[config.mk]
export PLATFORM = sky130hd
export DESIGN_NAME = opnd_ea_gen
export DESIGN_NICKNAME = d
export VERILOG_FILES = /design/src/rtl/opnd_ea_gen.sv
export SDC_FILE = /design/constraint.sdc
export NUM_CORES = 1
export LEC_CHECK = 0
export ABC_AREA = 1
export BUFFER_PORTS_ARGS = -buffer_cell sky130_fd_sc_hd__clkbuf_2
export CAP_MARGIN = 20
export CORE_MARGIN = 5
export CORE_UTILIZATION = 30
export CTS_BUF_LIST = sky130_fd_sc_hd__clkbuf_4 sky130_fd_sc_hd__clkbuf_8
export DETAILED_ROUTE_END_ITERATION = 16
export PLACE_DENSITY = 0.63
export REMOVE_ABC_BUFFERS = 1
export SETUP_SLACK_MARGIN = 0.1
export SLEW_MARGIN = 20
export SYNTH_ARGS = -nofsm -noshare
export SYNTH_HDL_FRONTEND = slang
export SYNTH_SLANG_ARGS = --single-unit
[constraint.sdc]
create_clock -name clk -period 1.7 [get_ports clk]
set_clock_uncertainty 0.1 [all_clocks]
set_input_delay 0.34 -clock clk [delete_from_list [all_inputs] [get_ports clk]]
set_output_delay 0.34 -clock clk [all_outputs]
set_load 0.005 [all_outputs]
[src/rtl/opnd_ea_gen.sv]
module opnd_ea_gen #(
  parameter int AW     = 32,
  parameter int RW     = 4,
  parameter int SP_IDX = 15
) (
  input  logic          clk,
  input  logic          rst_n,
  input  logic          req_valid,
  input  logic [3:0]    mode,
  input  logic [RW-1:0] reg_a,
  input  logic [RW-1:0] reg_b,
  input  logic [AW-1:0] field_addr,
  input  logic [AW-1:0] field_imm,
  input  logic [AW-1:0] pc,
  input  logic [2:0]    opsize,
  input  logic          stk_push,
  output logic [RW-1:0] rd_a_idx,
  input  logic [AW-1:0] rd_a_data,
  output logic [RW-1:0] rd_b_idx,
  input  logic [AW-1:0] rd_b_data,
  output logic          mem_req,
  output logic [AW-1:0] mem_addr,
  input  logic          mem_ack,
  input  logic [AW-1:0] mem_rdata,
  output logic          busy,
  output logic          out_valid,
  output logic          out_is_addr,
  output logic [AW-1:0] out_value,
  output logic          wb_en,
  output logic [RW-1:0] wb_idx,
  output logic [AW-1:0] wb_data
);
  localparam logic [3:0] M_REG   = 4'd0;
  localparam logic [3:0] M_IMM   = 4'd1;
  localparam logic [3:0] M_DIR   = 4'd2;
  localparam logic [3:0] M_MIND  = 4'd3;
  localparam logic [3:0] M_RIND  = 4'd4;
  localparam logic [3:0] M_PCREL = 4'd5;
  localparam logic [3:0] M_BASE  = 4'd6;
  localparam logic [3:0] M_IDX1  = 4'd7;
  localparam logic [3:0] M_IDX2  = 4'd8;
  localparam logic [3:0] M_AINC  = 4'd9;
  localparam logic [3:0] M_ADEC  = 4'd10;
  localparam logic [3:0] M_STACK = 4'd11;
  localparam logic [RW-1:0] SP_SEL = RW'(SP_IDX);

  logic          fetch_q;
  logic [AW-1:0] fetch_addr_q;
  logic          accept;
  logic [AW-1:0] size_w, ptr_inc, ptr_dec, idx_sum;
  logic          n_ok, n_is_addr, n_wb;
  logic [AW-1:0] n_value, n_wb_data;

  assign busy     = fetch_q;
  assign mem_req  = fetch_q;
  assign mem_addr = fetch_addr_q;
  assign accept   = req_valid && !fetch_q;

  assign rd_a_idx = (mode == M_STACK) ? SP_SEL : reg_a;
  assign rd_b_idx = reg_b;

  assign size_w  = AW'(opsize);
  assign ptr_inc = rd_a_data + size_w;
  assign ptr_dec = rd_a_data - size_w;
  assign idx_sum = field_addr + rd_a_data;

  always_comb begin
    n_ok      = 1'b1;
    n_is_addr = 1'b1;
    n_wb      = 1'b0;
    n_value   = '0;
    n_wb_data = '0;
    case (mode)
      M_REG: begin
        n_is_addr = 1'b0;
        n_value   = rd_a_data;
      end
      M_IMM: begin
        n_is_addr = 1'b0;
        n_value   = field_imm;
      end
      M_DIR:   n_value = field_addr;
      M_RIND:  n_value = rd_a_data;
      M_PCREL: n_value = pc + field_addr;
      M_BASE:  n_value = rd_a_data + field_addr;
      M_IDX1:  n_value = idx_sum;
      M_IDX2:  n_value = idx_sum + rd_b_data;
      M_AINC: begin
        n_value   = rd_a_data;
        n_wb      = 1'b1;
        n_wb_data = ptr_inc;
      end
      M_ADEC: begin
        n_value   = ptr_dec;
        n_wb      = 1'b1;
        n_wb_data = ptr_dec;
      end
      M_STACK: begin
        n_wb = 1'b1;
        if (stk_push) begin
          n_value   = ptr_dec;
          n_wb_data = ptr_dec;
        end else begin
          n_value   = rd_a_data;
          n_wb_data = ptr_inc;
        end
      end
      default: n_ok = 1'b0;
    endcase
  end

  always_ff @(posedge clk or negedge rst_n) begin
    if (!rst_n) begin
      fetch_q      <= 1'b0;
      fetch_addr_q <= '0;
      out_valid    <= 1'b0;
      out_is_addr  <= 1'b0;
      out_value    <= '0;
      wb_en        <= 1'b0;
      wb_idx       <= '0;
      wb_data      <= '0;
    end else if (fetch_q) begin
      wb_en     <= 1'b0;
      out_valid <= mem_ack;
      if (mem_ack) begin
        fetch_q     <= 1'b0;
        out_is_addr <= 1'b1;
        out_value   <= mem_rdata;
      end
    end else if (accept && mode == M_MIND) begin
      fetch_q      <= 1'b1;
      fetch_addr_q <= field_addr;
      out_valid    <= 1'b0;
      wb_en        <= 1'b0;
    end else if (accept) begin
      out_valid   <= n_ok;
      out_is_addr <= n_is_addr;
      out_value   <= n_value;
      wb_en       <= n_ok && n_wb;
      wb_idx      <= rd_a_idx;
      wb_data     <= n_wb_data;
    end else begin
      out_valid <= 1'b0;
      wb_en     <= 1'b0;
    end
  end
endmodule

==> results.md <==
- IO Pins: 325
- Setup crit end: out_value[28]
- Die area: 51570 µm²
- TNS Setup: -53.22 ns
- CTS max path bufs: 2
- Worst Setup End Kind: register
- Port Buf Inserts: 316
- Max rail drop VDD: 0.0003974 V
- Std cell rows: 79
- Final min period: 3.307 ns
- First-pass GRT wire length: 121000 µm
- CTS tree: done
- Die W: 227.1 µm
- Peak fanout along the critical path: 3
- Largest net degree at the start of global routing: 56
- Core area: 46560 µm²
- Number of enable flip-flop cells after synthesis: 0
- Initial Utilization: 30.37%
- GR Overflow Total: 0
- Lkg Pwr: between 10 and 15 nW
- Syn Inst Count: about 2400
- Status: finished, violations left
- Yosys top cell by area: dfrtp_1
- Area contributors post-synth: dfrtp_1 18%, nand2_1 18%, ha_1 8.9%
- Period utilization: 194.5%
- Gpl congestion: 1.003
- Global routing met3 resource utilization: 5.429%
- Die height: 227.1 µm
- Drt wl/cell: 21.66 µm
- Hold Path Class: primary input to register
- Most instantiated library cell after synthesis: nand2_1
- Layout cells sized above 1: 50.23%
- Asr flop ratio synth: 100.0%
- Area Growth Syn to Fin: 85.56%
- Nets: 3727
- WP data arrival: 3.59 ns
- DRT Pass-1 Iters: 6
- Met1 Use GR: 42.44%
- Post-synth cell types: 58
- Final Hold Viols: 0
- PwrDens: 613.9 nW/µm²
- Post-synth top cells: 682 x nand2_1, 247 x nor2_1, 236 x inv_1
- Slew HR: ~63%
- CTS clock-pin slew for the worst setup and hold paths: 0.13 ns
- Ys Warns: 0
- DRC: 0
- Yosys top cell area share: a little under a fifth
- Routed wire length: ~87000 µm
- Total GRT Usage: 31.28%
- Post-Syn Area: 14140 µm²
- Worst R2R End: out_value[18]
- Met2 Use GR: between 40% and 50%
- Final setup fails: 80
- Num CTS Buffers: 9
- Final Power: 16.11 mW
- Root Buffer: clkbuf_8
- Prevailing post-synth register cell: dfrtp_1
- Setup slack, reg-to-reg: -0.18 ns
- H-Tree Depth: 3
- RSZ-0062 raised after global routing: true
- Failing checks: setup timing
- Setup ws final: -1.607 ns
- Vias per Instance: roughly 5.3
- HP Start: mem_rdata[9]
- Seq/Total Area, Yosys: 18.41%
- Reg2reg path depth: 9
- Critical Path RT: 1.99 ns
- Least-Margin Pin Slew: 0.5533 ns
- Max-Cap Viols: 0
- DP HPWL: 66970 µm
- Seq cells post-synth: 104
- Max Clk Rate: 302.4 MHz
- Clk_lat worst skew: 0.49 ns
- Critical path startpoint: field_addr[0]
- Max-slew violations: 0
- Reg2reg start: busy
- Nature of the critical path startpoint: primary input
- Avg Inst Size Synth: 5.959 µm²
- Global-route layer with the greatest usage: met2
- Crit path kind: primary input to register
- DRT antenna net count: 0
- Initial antenna violation count: 8
- Vias: 21410
- Initial DRC Count: 2168
- Number of global-route vias before repair: roughly 20000
- Clock net sink count: 104
critical path, stage by stage:
cell and delay (ns):
buf_8 0.10, ha_4 0.17, fa_2 0.35, nand2_2 0.09, nand2_2 0.09, o21ai_4 0.13
o21bai_4 0.11, a21o_4 0.25, nand2_2 0.07, nand3b_1 0.10, and2_4 0.19, ha_4 0.28
inv_2 0.04, nor3_2 0.19, inv_2 0.09, nor2_4 0.12, nor2_2 0.05, buf_4 0.13
inv_2 0.06, a21oi_4 0.06, a21oi_2 0.18, nor2_4 0.07, nor2_1 0.11, nand2_1 0.08
nand2_2 0.09, a21oi_2 0.06
cell type report:
class | count | area, µm²
clock buffers | 9 | 123.9
fillers | 4330 | 20320
inverters | 249 | 968.4
diodes | 7 | 17.52
repair buffers | 1101 | 8182
clock inverters | 7 | 77.57
well taps | 607 | 759.5
multi-input cells | 1944 | 13510
flip-flops and latches | 104 | 2604
flip-flops by register name (all words and copies together) (netlist names):
| signal | count |
|---|---|
| wb_en | 1 |
| out_valid | 1 |
| wb_data | 32 |
| busy | 1 |
| wb_idx | 4 |
| out_is_addr | 1 |
| out_value | 32 |
| mem_addr | 32 |
cell families after synthesis:
logic type      share of synthesized area (%)
fa+ha+maj                               9.645
compound gates                          20.37
buf+inv                                 9.079
xor+xnor                                4.150
mux                                    0.6371
flops                                   18.41
simple gates                            37.71
metal layers:
metal / vias up / share of wire [%]
li1: 9981 / -
met1: 10040 / 41
met2: 1128 / 44
met3: 265 / 9.0
met4: 4 / 6.0
met5: - / 0.030
power by group:
part           switching (mW)  total (mW)  internal, mW
Clock                    1.15        1.85         0.697
Sequential              0.292        3.16          2.87
Combinational            5.87        11.1          5.23
worst min path at each step:
stage | endpoint | cells past startpoint
after floorplan | busy | 0
after global placement | mem_addr[2] | 1
after detailed placement | mem_addr[12] | 1
after CTS | out_value[2] | 3
after global routing | out_value[9] | 3
final | out_value[9] | 3
layout by cell type (no fill, tap or decap), types with 12 or more instances in the layout:
cell type	instances
o21ai_2	38
dfrtp_1	103
o21ai_1	66
nand3_4	12
ha_4	59
a21o_1	21
ha_1	42
nand2_1	561
nor3_1	26
nor2_4	38
nand3_2	41
xor2_1	35
nor2_2	39
nor2_1	184
nand2_2	91
a21oi_2	53
o21ai_0	68
buf_6	78
or2_2	13
xor2_2	17
clkbuf_2	300
inv_1	202
nand3_1	110
buf_4	684
clkbuf_8	12
a21oi_1	148
inv_2	36
nand2_4	34
o211ai_1	17
buf_12	16
nand4_1	34
a21oi_4	21
metrics by stage:
step	instance area (µm²)	utilization (%)	hold slack, ns	worst slack [ns]	std cells
floorplan	13790	-	-0.05559	-2.429	2297
global placement	21400	45.96	0.1058	-2.466	3901
detailed placement	21400	45.96	0.1012	-2.608	3901
CTS	24320	52.23	0.0009870	-1.516	3991
global route	26230	56.34	0.03012	-1.673	4025
finish	26240	56.36	0.03021	-1.607	4028
what timing repair did:
item	in CTS	in global routing
setup buffers	64	42
pin swaps	166	209
hold endpoints to repair	107	0
endpoints found under the setup margin	80	108
gates cloned	5	0
gates resized for setup	474	423
hold buffers	5	0
No activity file was read; power rests on OpenSTA's default activity.
